===== src/rtl/irq_seq_pkg.sv =====
package irq_seq_pkg;
  typedef enum logic [2:0] {
    S_IDLE,
    S_ACK,
    S_PUSH,
    S_RD_LO,
    S_WT_LO,
    S_RD_HI,
    S_WT_HI,
    S_DONE
  } seq_state_e;
endpackage


===== src/rtl/irq_prio_pick.sv =====
module irq_prio_pick #(
  parameter int N_ASG = 3,
  localparam int SEL_W = $clog2(N_ASG + 1)
) (
  input  logic             vec_req,
  input  logic [N_ASG-1:0] asg_req,
  output logic             any_req,
  output logic [SEL_W-1:0] sel
);
  // sel 0 = vectored line, sel k = assigned line k
  always_comb begin
    any_req = vec_req | (|asg_req);
    sel = '0;
    for (int i = N_ASG - 1; i >= 0; i--) begin
      if (asg_req[i]) sel = SEL_W'(i + 1);
    end
    if (vec_req) sel = '0;
  end

  always_comb begin
    if (vec_req) assert (sel == '0) else $error("AST_VEC_FIRST");
  end
endmodule


===== src/rtl/irq_tbl_addr.sv =====
module irq_tbl_addr #(
  parameter int WORD_W   = 16,
  parameter int BASE_W   = 7,
  parameter int N_ASG    = 3,
  parameter int OFS_STEP = 4,
  localparam int ADDR_W = 2 * WORD_W,
  localparam int OFS_W  = WORD_W - BASE_W,
  localparam int SEL_W  = $clog2(N_ASG + 1)
) (
  input  logic [WORD_W-1:0] page,
  input  logic [BASE_W-1:0] base,
  input  logic [WORD_W-1:0] vec,
  input  logic [SEL_W-1:0]  sel,
  input  logic              upper,
  output logic [ADDR_W-1:0] addr
);
  logic [OFS_W-1:0]  ofs_tab [N_ASG+1];
  logic [ADDR_W-1:0] entry;

  for (genvar g = 0; g <= N_ASG; g++) begin : g_ofs
    if (g == 0) begin : g_none
      assign ofs_tab[g] = '0;
    end else begin : g_line
      assign ofs_tab[g] = OFS_W'((g - 1) * OFS_STEP);
    end
  end

  always_comb begin
    if (sel == '0) entry = {page, vec};
    else           entry = {page, base, ofs_tab[sel]};
    addr = entry + {{(ADDR_W-2){1'b0}}, upper, 1'b0};
  end
endmodule


===== src/rtl/irq_pc_asm.sv =====
module irq_pc_asm #(
  parameter int WORD_W = 16,
  localparam int ADDR_W = 2 * WORD_W
) (
  input  logic              clk,
  input  logic              rst_n,
  input  logic              cap_lo,
  input  logic              cap_hi,
  input  logic [WORD_W-1:0] word,
  input  logic              wide,
  output logic [ADDR_W-1:0] pc
);
  logic [WORD_W-1:0] lo_q, hi_q;

  always_ff @(posedge clk) begin
    if (!rst_n) begin
      lo_q <= '0;
      hi_q <= '0;
    end else begin
      if (cap_lo) lo_q <= word;
      if (cap_hi) hi_q <= word;
    end
  end

  assign pc = wide ? {hi_q, lo_q} : {{WORD_W{1'b0}}, lo_q};

  AST_ONE_CAPTURE: assert property (@(posedge clk) disable iff (!rst_n)
    cap_lo |-> !cap_hi) else $error("AST_ONE_CAPTURE");
endmodule


===== src/rtl/irq_vector_seq.sv =====
module irq_vector_seq #(
  parameter int WORD_W   = 16,
  parameter int BASE_W   = 7,
  parameter int N_ASG    = 3,
  parameter int OFS_STEP = 4,
  localparam int ADDR_W = 2 * WORD_W,
  localparam int SEL_W  = $clog2(N_ASG + 1)
) (
  input  logic              clk,
  input  logic              rst_n,
  input  logic              req_vectored,
  input  logic [N_ASG-1:0]  req_assigned,
  input  logic              enable_set,
  output logic              en_flag1,
  output logic              en_flag2,
  input  logic              wide_mode,
  input  logic [WORD_W-1:0] ext_page,
  input  logic [BASE_W-1:0] assign_base,
  output logic              bus_opfetch,
  output logic              bus_io_req,
  output logic              bus_io_read,
  output logic              bus_io_write,
  output logic              bus_int_ack,
  input  logic              bus_ready,
  input  logic [WORD_W-1:0] bus_vector,
  output logic              push_req,
  output logic              push_two,
  input  logic              push_done,
  output logic              rd_valid,
  input  logic              rd_ready,
  output logic [ADDR_W-1:0] rd_addr,
  input  logic              rsp_valid,
  output logic              rsp_ready,
  input  logic [WORD_W-1:0] rsp_data,
  output logic              pc_valid,
  input  logic              pc_ready,
  output logic [ADDR_W-1:0] pc_value
);
  import irq_seq_pkg::*;

  seq_state_e        st_q;
  logic [SEL_W-1:0]  sel_q, pick;
  logic              any_req, take, busy;
  logic              flag1_q, flag2_q, wide_q;
  logic [WORD_W-1:0] page_q, vec_q;
  logic [BASE_W-1:0] base_q;
  logic              cap_lo, cap_hi;

  irq_prio_pick #(.N_ASG(N_ASG)) u_pick (
    .vec_req (req_vectored),
    .asg_req (req_assigned),
    .any_req (any_req),
    .sel     (pick)
  );

  assign take = (st_q == S_IDLE) && flag1_q && flag2_q && any_req;
  assign busy = (st_q != S_IDLE);

  // sequencer and latched context
  always_ff @(posedge clk) begin
    if (!rst_n) begin
      st_q    <= S_IDLE;
      sel_q   <= '0;
      flag1_q <= 1'b0;
      flag2_q <= 1'b0;
      wide_q  <= 1'b0;
      page_q  <= '0;
      base_q  <= '0;
      vec_q   <= '0;
    end else begin
      case (st_q)
        S_IDLE: begin
          if (take) begin
            sel_q   <= pick;
            wide_q  <= wide_mode;
            page_q  <= ext_page;
            base_q  <= assign_base;
            flag1_q <= 1'b0;
            flag2_q <= 1'b0;
            st_q    <= S_ACK;
          end else if (enable_set) begin
            flag1_q <= 1'b1;
            flag2_q <= 1'b1;
          end
        end
        S_ACK: begin
          if (bus_ready) begin
            if (sel_q == '0) vec_q <= bus_vector & ~{{(WORD_W-1){1'b0}}, 1'b1};
            st_q <= S_PUSH;
          end
        end
        S_PUSH:  if (push_done) st_q <= S_RD_LO;
        S_RD_LO: if (rd_ready)  st_q <= S_WT_LO;
        S_WT_LO: if (rsp_valid) st_q <= wide_q ? S_RD_HI : S_DONE;
        S_RD_HI: if (rd_ready)  st_q <= S_WT_HI;
        S_WT_HI: if (rsp_valid) st_q <= S_DONE;
        S_DONE:  if (pc_ready)  st_q <= S_IDLE;
        default: st_q <= S_IDLE;
      endcase
    end
  end

  irq_tbl_addr #(
    .WORD_W(WORD_W), .BASE_W(BASE_W), .N_ASG(N_ASG), .OFS_STEP(OFS_STEP)
  ) u_addr (
    .page  (page_q),
    .base  (base_q),
    .vec   (vec_q),
    .sel   (sel_q),
    .upper (st_q == S_RD_HI),
    .addr  (rd_addr)
  );

  assign cap_lo = (st_q == S_WT_LO) && rsp_valid;
  assign cap_hi = (st_q == S_WT_HI) && rsp_valid;

  irq_pc_asm #(.WORD_W(WORD_W)) u_pc (
    .clk    (clk),
    .rst_n  (rst_n),
    .cap_lo (cap_lo),
    .cap_hi (cap_hi),
    .word   (rsp_data),
    .wide   (wide_q),
    .pc     (pc_value)
  );

  assign en_flag1     = flag1_q;
  assign en_flag2     = flag2_q;
  assign bus_opfetch  = (st_q == S_ACK) && (sel_q == '0);
  assign bus_io_req   = (st_q == S_ACK) && (sel_q == '0);
  assign bus_int_ack  = (st_q == S_ACK) && (sel_q != '0);
  assign bus_io_read  = 1'b0;
  assign bus_io_write = 1'b0;
  assign push_req     = (st_q == S_PUSH);
  assign push_two     = wide_q;
  assign rd_valid     = (st_q == S_RD_LO) || (st_q == S_RD_HI);
  assign rsp_ready    = (st_q == S_WT_LO) || (st_q == S_WT_HI);
  assign pc_valid     = (st_q == S_DONE);

  AST_INTACK_ALONE: assert property (@(posedge clk) disable iff (!rst_n)
    bus_int_ack |-> !bus_opfetch && !bus_io_req && !bus_io_read && !bus_io_write) else $error("AST_INTACK_ALONE");
  AST_FLAGS_DROP: assert property (@(posedge clk) disable iff (!rst_n)
    $rose(busy) |-> !en_flag1 && !en_flag2) else $error("AST_FLAGS_DROP");
  AST_SET_IGNORED: assert property (@(posedge clk) disable iff (!rst_n)
    busy && enable_set |=> !en_flag1 && !en_flag2) else $error("AST_SET_IGNORED");
  AST_PUSH_HOLD: assert property (@(posedge clk) disable iff (!rst_n)
    push_req && !push_done |=> push_req && $stable(push_two)) else $error("AST_PUSH_HOLD");
  AST_RD_HOLD: assert property (@(posedge clk) disable iff (!rst_n)
    rd_valid && !rd_ready |=> rd_valid && $stable(rd_addr)) else $error("AST_RD_HOLD");
  AST_RD_EVEN: assert property (@(posedge clk) disable iff (!rst_n)
    rd_valid |-> !rd_addr[0]) else $error("AST_RD_EVEN");
  AST_PC_HOLD: assert property (@(posedge clk) disable iff (!rst_n)
    pc_valid && !pc_ready |=> pc_valid && $stable(pc_value)) else $error("AST_PC_HOLD");
endmodule


===== config.mk =====
export PLATFORM = sky130hd
export DESIGN_NAME = irq_vector_seq
export DESIGN_NICKNAME = d
export VERILOG_FILES = /design/src/rtl/irq_seq_pkg.sv /design/src/rtl/irq_prio_pick.sv /design/src/rtl/irq_tbl_addr.sv /design/src/rtl/irq_pc_asm.sv /design/src/rtl/irq_vector_seq.sv
export SDC_FILE = /design/constraint.sdc
export NUM_CORES = 1
export LEC_CHECK = 0
export ABC_AREA = 1
export BUFFER_PORTS_ARGS = -buffer_cell sky130_fd_sc_hd__buf_4
export CAP_MARGIN = 15
export CORE_MARGIN = 4
export CORE_UTILIZATION = 55
export CTS_CLUSTER_SIZE = 30
export DETAILED_ROUTE_END_ITERATION = 10
export PLACE_DENSITY_LB_ADDON = 0.15
export SETUP_SLACK_MARGIN = 0.5
export SYNTH_ARGS = -nofsm -noshare
export SYNTH_HDL_FRONTEND = slang
export SYNTH_SLANG_ARGS = --single-unit

===== constraint.sdc =====
create_clock -name clk -period 5.8 [get_ports clk]
set_input_delay 1.16 -clock clk [delete_from_list [all_inputs] [get_ports clk]]
set_output_delay 1.16 -clock clk [all_outputs]
set_load 0.02 [all_outputs]

# Word level (Yosys, flattened, before mapping)
# Cells that the tools add are included.
# classes
n_addsub	1
order_cmp	1
n_eq_ne	15
muxes	21
bitwise_logic	2
reduce_logical	18
# ops
cell	count
adder 32 x 2 -> 32 bit	1
two-way mux 32 bit	1
two-way mux 3 bit	8
case mux 3 bit (8 select lines)	1
binary-select mux 9 bit (select 2 bit)	1
two-way mux 9 bit	2
two-way mux 16 bit	1
equality test 3 bit, second input constant	4
!= test 2 bit, second input constant	6
two-way mux 2 bit	5
AND reduction 8 bit	1
logical AND 1 bit	7
equality test 3 x 2 -> 1 bit, second input constant	2
!= test 2 x 1 -> 1 bit, second input constant	2
AND reduction 2 bit	2
nonzero test 2 bit	2
equality test 3 x 1 -> 1 bit, second input constant	1
>= comparator 3 bit, second input constant	1
zero test 3 bit	1
NOT 2 -> 3 bit	1
AND reduction 3 bit	1
OR reduction 3 bit	1
zero test 2 bit	1
logical OR 1 bit	2
other kinds (2)	3
# totals
reg_bits	77
inputBits	68
output_inout_bits	76
elab_cells	67

# Depth between registers and ports, before layout
# Gate-level depths: netlist (run 1).
# logic_depth
word_depth	6
depth_mapped	13
mapped_depth_nobuf	12

# Modules after synthesis
# A second synthesis (run 1) with hierarchy kept.
# hier_totals
cells_unflattened	753
hier_area_um2	4748.3
# by_module_without_submodules
module	instances	cells_each	area_per_inst_um2	seq_area_each_um2
irq_vector_seq	1	254	1913.1	900.9
irq_pc_asm	1	219	1422.6	640.6
irq_tbl_addr	1	272	1376.3	0.0
irq_prio_pick	1	8	36.3	0.0

# Worst setup path before layout (run 1)
# Ideal clock, no wire load.
# synth_path
path_type	reg2out
from	register sel_q[1]
to	output port rd_addr[15]
t_arrival_ns	2.068
t_required_ns	4.640
slack_ns	2.572
stages_incl_launch_ff	13
path_buffers	1
path_cell_list	dfxtp_1 > inv_2 > nand2_4 > buf_6 > nor2_1 > ha_1 > ha_1 > inv_1 > nor2_1 > nand2_1 > nor2_4 > nand2_1 > xor2_1
# synth_between
elab_chain_cells	6
word_cells_on_any_way	7
cone_classes	1 x add/sub; 4 x mux; 1 x bitwise; 1 x reduce/logical
# synth_lines
element	line	source
start: declaration	irq_vector_seq.sv:42	logic [SEL_W-1:0] sel_q, pick;
start signal: assignment	irq_vector_seq.sv:74	sel_q <= pick;
NOT 2 -> 3 bit (not written as such)	irq_tbl_addr.sv:30	else entry = {page, base, ofs_tab[sel]};
binary-select mux 9 bit (select 2 bit)	irq_tbl_addr.sv:30	
two-way mux 9 bit (not written as such) (2 in series)	irq_tbl_addr.sv:30	
two-way mux 16 bit *	irq_tbl_addr.sv:29	if (sel == '0) entry = {page, vec};
adder 32 x 2 -> 32 bit *	irq_tbl_addr.sv:31	addr = entry + {{(ADDR_W-2){1'b0}}, upper, 1'b0};
end: declaration	irq_vector_seq.sv:31	output logic [ADDR_W-1:0] rd_addr,
# Mark *: on every way between the ends. The rest lies on a longest branch, timed or not. The select of a mux whose other input is x is not followed.

# Worst setup path after layout (run 1)
# layout_path
from	register st_q[0]
to	output port rd_addr[14]
# layout_between
elab_chain_cells	2
# layout_lines
element	line	source
start: declaration	irq_vector_seq.sv:41	seq_state_e st_q;
start signal: assignment	irq_vector_seq.sv:94	S_WT_LO: if (rsp_valid) st_q <= wide_q ? S_RD_HI : S_DONE;
equality test 3 bit	irq_vector_seq.sv:110	.upper (st_q == S_RD_HI),
adder 32 x 2 -> 32 bit	irq_tbl_addr.sv:31	
# No other way between the ends.

==> results of run 1 <==
## cells in the final DEF, fill, tap and decap left out, types with 4 or more instances in the layout
master,synthesis,layout
buf_4,7,141
nand2_1,140,140
nor2_1,124,124
inv_1,79,79
dfxtp_1,77,77
o21ai_0,73,73
nand3_1,35,35
a21oi_1,33,33
nand4_1,16,16
xor2_1,12,12
nor2_2,9,9
clkbuf_8,0,9
inv_2,5,5
nor2_4,5,5
o21ai_1,5,5
nor3_1,4,4
nand3b_1,4,4
inv_6,0,4
## worst reg2reg max path, stage by stage (launching register included)
cell and delay, ns:
dfxtp_1 0.51, inv_2 0.11, nand3_1 0.17, nor2_1 0.09, nand2_1 0.51, inv_1 0.28
nor2_1 0.15, nor2_1 0.06
## final cells by class
| cell class | count | area, sq um |
|---|---|---|
| Multi-Input combinational cell | 476 | 2210 |
| Fill cell | 624 | 1930 |
| Sequential cell | 77 | 1540 |
| Timing Repair Buffer | 141 | 1060 |
| Inverter | 85 | 320 |
| Clock buffer | 9 | 124 |
| Tap cell | 99 | 124 |
| Clock inverter | 7 | 57.6 |
## metal layers
metal | up-vias | global-route usage [%]
met3 | 13 | 7.66
met2 | 168 | 47.1
met1 | 2100 | 31.7
met4 | 0 | 5.69
met5 | - | 0
li1 | 2337 | -
## registers in the layout, indices dropped and copies added, names as in the netlist, 2 cells and up
signal     count
u_pc.lo_q     16
base_q         7
sel_q          2
st_q           3
u_pc.hi_q     16
page_q        16
vec_q         15
## logic make-up (layout without fill, tap and decap cells)
logic type / Yosys count / after routing / share of synthesized area, %
buffers and inverters: 117 / 242 / 11.8
AO/OA/AOI/OAI: 114 / 114 / 13.7
XOR/XNOR: 14 / 14 / 2.89
adder cells (fa/ha/maj): 2 / 2 / 0.589
flip-flops: 77 / 77 / 36.3
AND/OR/NAND/NOR: 343 / 343 / 34.7
other: 1 / 3 / 0.0883
## stage by stage
stage / setup WS [ns] / power [mW] / instance area (sq um) / hold WS [ns]
final: 1.97 / 1.77 / 5440 / 0.470
after global routing: 1.74 / 1.89 / 5440 / 0.498
after CTS: 1.97 / 1.77 / 5440 / 0.470
after detailed placement: 2.36 / 1.39 / 5260 / 0.458
after global placement: 2.41 / 1.38 / 5260 / 0.445
after floorplan: 2.57 / 1.16 / 4260 / 0.430
## power groups by stage
stage	registers, mW	logic (mW)	clock network (mW)
6_report	0.712	0.670	0.385
2_1_floorplan	0.693	0.465	0
3_5_place_dp	0.723	0.671	0
5_1_grt	0.725	0.750	0.411
3_3_place_gp	0.719	0.656	0
4_1_cts	0.710	0.674	0.389
## final timing paths
check                                            from                    end  cells past startpoint
worst max-delay path             st_q[0]$_SDFFE_PN0P_            rd_addr[14]                     10
worst min register to register  vec_q[1]$_SDFFE_PN0P_  vec_q[1]$_SDFFE_PN0P_                      2
worst max register to register   st_q[2]$_SDFFE_PN0P_  vec_q[2]$_SDFFE_PN0P_                      7
worst min-delay path            vec_q[1]$_SDFFE_PN0P_  vec_q[1]$_SDFFE_PN0P_                      2
==> results.toml, run 1 <==
[clocking]
cts_buffers = 9
cts_max_level = 3
cts_root_buf = "clkbuf_8"
clk_path_buf_depth = 2
hold_buffers = 0
cts_tree = "done"
postCtsSetupBuffers = 0
cts.sinks = 77
clock_latency_ns = 0.35
cts_resized = 0
clkTransAtPathRegs_ns = 0.09

[synthesis]
yosysUniqueCellTypes = 30
ys_top_cells_by_count = "140 x nand2_1, 124 x nor2_1, 79 x inv_1"
ys.warnings.count = 0
synth_area_per_cell_sq_um = 6.36
yosysSeqAreaShare_pct = 36.3
yosysMostFrequentCell = "nand2_1"
syn_inst = 668
synth_edf_count = 0
synth_top_area_cell = "dfxtp_1"
synth_area_leaders = "dfxtp_1 36%, nand2_1 12%, nor2_1 11%, o21ai_0 8.6%, inv_1 7.0%"
ys_ff_latch = 77
async_flop_share_pct = 0
synthFlopType = "dfxtp_1"
synth_top_area_share_pct = 36.3
synth_area_sq_mm = 0.00425

[job]
drv_cap = 0

[grt]
grt_max_degree = 76
grt_pass1_vias = 4290
grt_antenna_before_repair = 0
grt_pass1_wl_mm = 19.4
track_usage_pct = 26.5
grt.overflow.total = 0

[critical_path]
slowest_stage = "dfxtp_1"
cpPeakStageDelay_ns = 0.52
crit_path_end_kind = "output pin"
required_ns = 4.64
reg2reg_slack_ns = 3.82
critPathArrivalTime_ns = 2.67
cp_max_fo = 11
crit_buf_inv = 3
cpLargestDelayFamily = "simple AND/OR/NAND/NOR gates"
crit_chain = "nand3_1 -> inv_1 -> ha_1 -> inv_1 -> nor2_2 -> nand2_1 -> nor2_2 -> nand2_1 -> xor2_1 -> buf_4"
startpoint_type = "flip-flop"
crit_type = "flip-flop to output pin"

[placed_design]
gp_congestion = 0.879
dp.cells = 878
place_hpwl_mm = 9.22
portBuffers = 139

[floorplan]
start_util_pct = 57.6
die_w_microns = 95.9
rows = 31
io_pins = 144
core_area_sq_mm = 0.00737
die_area_sq_mm = 0.00919
die_h_microns = 95.9

[detailed_routing]
dr.pass1.iters = 5
num_vias = 4618
drt_wl_total_mm = 11.9
wl_met1_mm = 4.91
wl_per_cell_microns = 13.4
drc = 0
ant_nets = 0
highest_layer = "met4"
met2WireLength_mm = 5.89
via_per_inst = 5.17
drt_first_iter_violations = 200
dr_wl_met3_mm = 1.02

[power_and_ir_drop]
comb_power_share_pct = 37.9
internal_power_mw = 1.03
switchingPower_mw = 0.733
swShare_pct = 41.5
clock_power_share_pct = 21.8
pwr-share-seq_pct = 40.3
p_per_area_mw_per_mm2 = 325
power_leakage_nw = 2.69
peakVddDrop_mv = 0.207

[cells_and_area]
syn_to_final_growth_pct = 28.1
diodes = 0
finalNonFillerCells = 894
drive_gt1_share_pct = 23.0
layout.nets = 860
fin_util_pct = 73.8

[timing]
slew_headroom_pct = 54.5
skew_ns = 0.00904
setup_viol = 0
clock.fmax_mhz = 261
max_slew.worst_pin.slew_ns = 0.681
hold_violations = 0
slew_viol_final = 0
period_minus_slack_ns = 3.83
tns_ns = 0
period_share_pct = 66.0
rsz0062_at_grt = "no"

[run_status]
status = "finished, final reports clean"

[min_path]
hold_path_class = "flip-flop to flip-flop"
No activity file was read; power rests on OpenSTA's default activity.
==> inputs of run 2 (changes only) <==
Settings changed: CORE_UTILIZATION 55 to 51.
Clock period 5.8 ns to 3.7 ns, I/O delays scaled along.
==> run 2 against run 1 <==
  * Cell area rose by 2.8%
  * Wire length rose by 2.7%
  * Count of clock-buffer cells in the layout did not move
  * First-iteration DRC count fell by 1.5%
  * Sequential power rose by 57%
  * Cell count rose by 1.5%
  * Die area rose by 7.2%
  * Global-route usage fell by 2.2 points
  * Largest power group unchanged
==> results.toml, run 2 (synthesis results as in run 1) <==
[critical_path]
critPathArrivalTime_ns = 2.35
cp_max_fo = 14
required_ns = 2.96
crit_path_end_kind = "output pin"
crit_type = "flip-flop to output pin"
startpoint_type = "flip-flop"

[detailed_routing]
drt_wl_total_mm = 12.3
ant_nets = 0
dr.pass1.iters = 5
drc = 0
via_per_inst = 5.04
wl_per_cell_microns = 13.5
num_vias = 4575
drt_first_iter_violations = 197

[power_and_ir_drop]
peakVddDrop_mv = 0.268
power_leakage_nw = 2.76
finalPower_mw = 2.86
p_per_area_mw_per_mm2 = 511

[cells_and_area]
layout.nets = 867
fin_area_sq_mm = 0.00559
final_cell_mix = "146 x buf_4, 138 x nand2_1, 123 x nor2_1, 79 x inv_1"
reg_top3 = "page_q x16, u_pc.hi_q x16, u_pc.lo_q x16"
syn_to_final_growth_pct = 31.7
final_common_cell = "buf_4"
fin_util_pct = 68.4
drive_gt1_share_pct = 24.8
diodes = 0

[placed_design]
gp_congestion = 0.943
place_hpwl_mm = 8.93
portBuffers = 139
placed_area_sq_mm = 0.00526

[grt]
grt_max_degree = 76
track_usage_pct = 24.3
grt_pass1_vias = 4387
grt_pass1_wl_mm = 19.9
grt.overflow.total = 0
grt_antenna_before_repair = 0

[timing]
rsz0062_at_grt = "no"
slew_viol_final = 0
skew_ns = 0.0101
hold_ws_ns = 0.470
tns_ns = 0
hold_violations = 0
clock.fmax_mhz = 324
period_minus_slack_ns = 3.09
max_slew.worst_pin.slew_ns = 0.949
setup_viol = 0
slew_headroom_pct = 36.5
period_share_pct = 83.4

[clocking]
cts_tree = "done"
clk_path_buf_depth = 2
clkTransAtPathRegs_ns = 0.09
clock_latency_ns = 0.36
cts_max_level = 3
hold_buffers = 0
cts_buffers = 9
cts.sinks = 77
cts_root_buf = "clkbuf_8"

[floorplan]
die_h_microns = 99.3
rows = 33
die_area_sq_mm = 0.00985
die_w_microns = 99.3
core_area_sq_mm = 0.00818
io_pins = 144
start_util_pct = 52.0

[min_path]
hold_path_class = "flip-flop to flip-flop"

[job]
drv_cap = 0

[run_status]
status = "finished, final reports clean"
-- run 2: changes by cell type in the layout (fill, tap and decap cells not counted), sizes merged --
cell,previous run,this run
inv,88,89
clkinvlp,3,1
nor2,138,139
buf,141,147
clkinv,1,2
-- run 2: stage by stage --
step | std cells | worst slack (ns)
floorplan | 670 | 0.892
global placement | 883 | 0.749
detailed placement | 883 | 0.704
CTS | 900 | 0.509
global route | 907 | 0.475
finish | 907 | 0.615
-- run 2: routing by layer --
layer / GRT usage, % / vias up / wire length (microns)
li1: - / 2357 / -
met5: 0 / - / 0
met3: 7.22 / 11 / 1030
met4: 6.62 / 0 / 124
met1: 29.5 / 2047 / 5080
met2: 41.9 / 160 / 6040
-- run 2: power by group --
part	internal (mW)	total, mW	switching [mW]
Combinational	0.414	1.08	0.671
Clock	0.268	0.651	0.383
Sequential	0.971	1.12	0.150
-- run 2: final timing paths --
check	cells after the start	to	from	slack [ns]
max	12	rd_addr[15]	sel_q[1]$_SDFFE_PN0P_	0.61
min reg2reg	2	vec_q[1]$_SDFFE_PN0P_	vec_q[1]$_SDFFE_PN0P_	0.47
min	2	vec_q[1]$_SDFFE_PN0P_	vec_q[1]$_SDFFE_PN0P_	0.47
max reg2reg	7	u_pc.lo_q[9]$_SDFFE_PN0P_	st_q[1]$_SDFFE_PN0P_	1.45
-- run 2: critical path, cell delays in order, from the launching register on --
cell	delay (ns)
dfxtp_4	0.38
inv_4	0.10
nand2_8	0.09
nor2_1	0.12
ha_2	0.23
ha_4	0.17
inv_1	0.07
nor2_4	0.16
nand2_4	0.08
nor2_4	0.19
nand2_1	0.09
xor2_1	0.14
buf_4	0.16
-- run 2: cell type report --
class	count	area (sq um)
well taps	105	131
fillers	743	2580
clock buffers	9	124
clock inverters	7	75.1
repair buffers	147	1120
multi-input cells	477	2270
flip-flops and latches	77	1550
inverters	85	325
-- run 2: timing repair --
action | 4_1_cts | 5_1_grt
setup endpoints to repair | 15 | 18
cloned | 0 | 1
pin swaps | 1 | 5
gates resized for setup | 6 | 12
setup buffers | 1 | 6
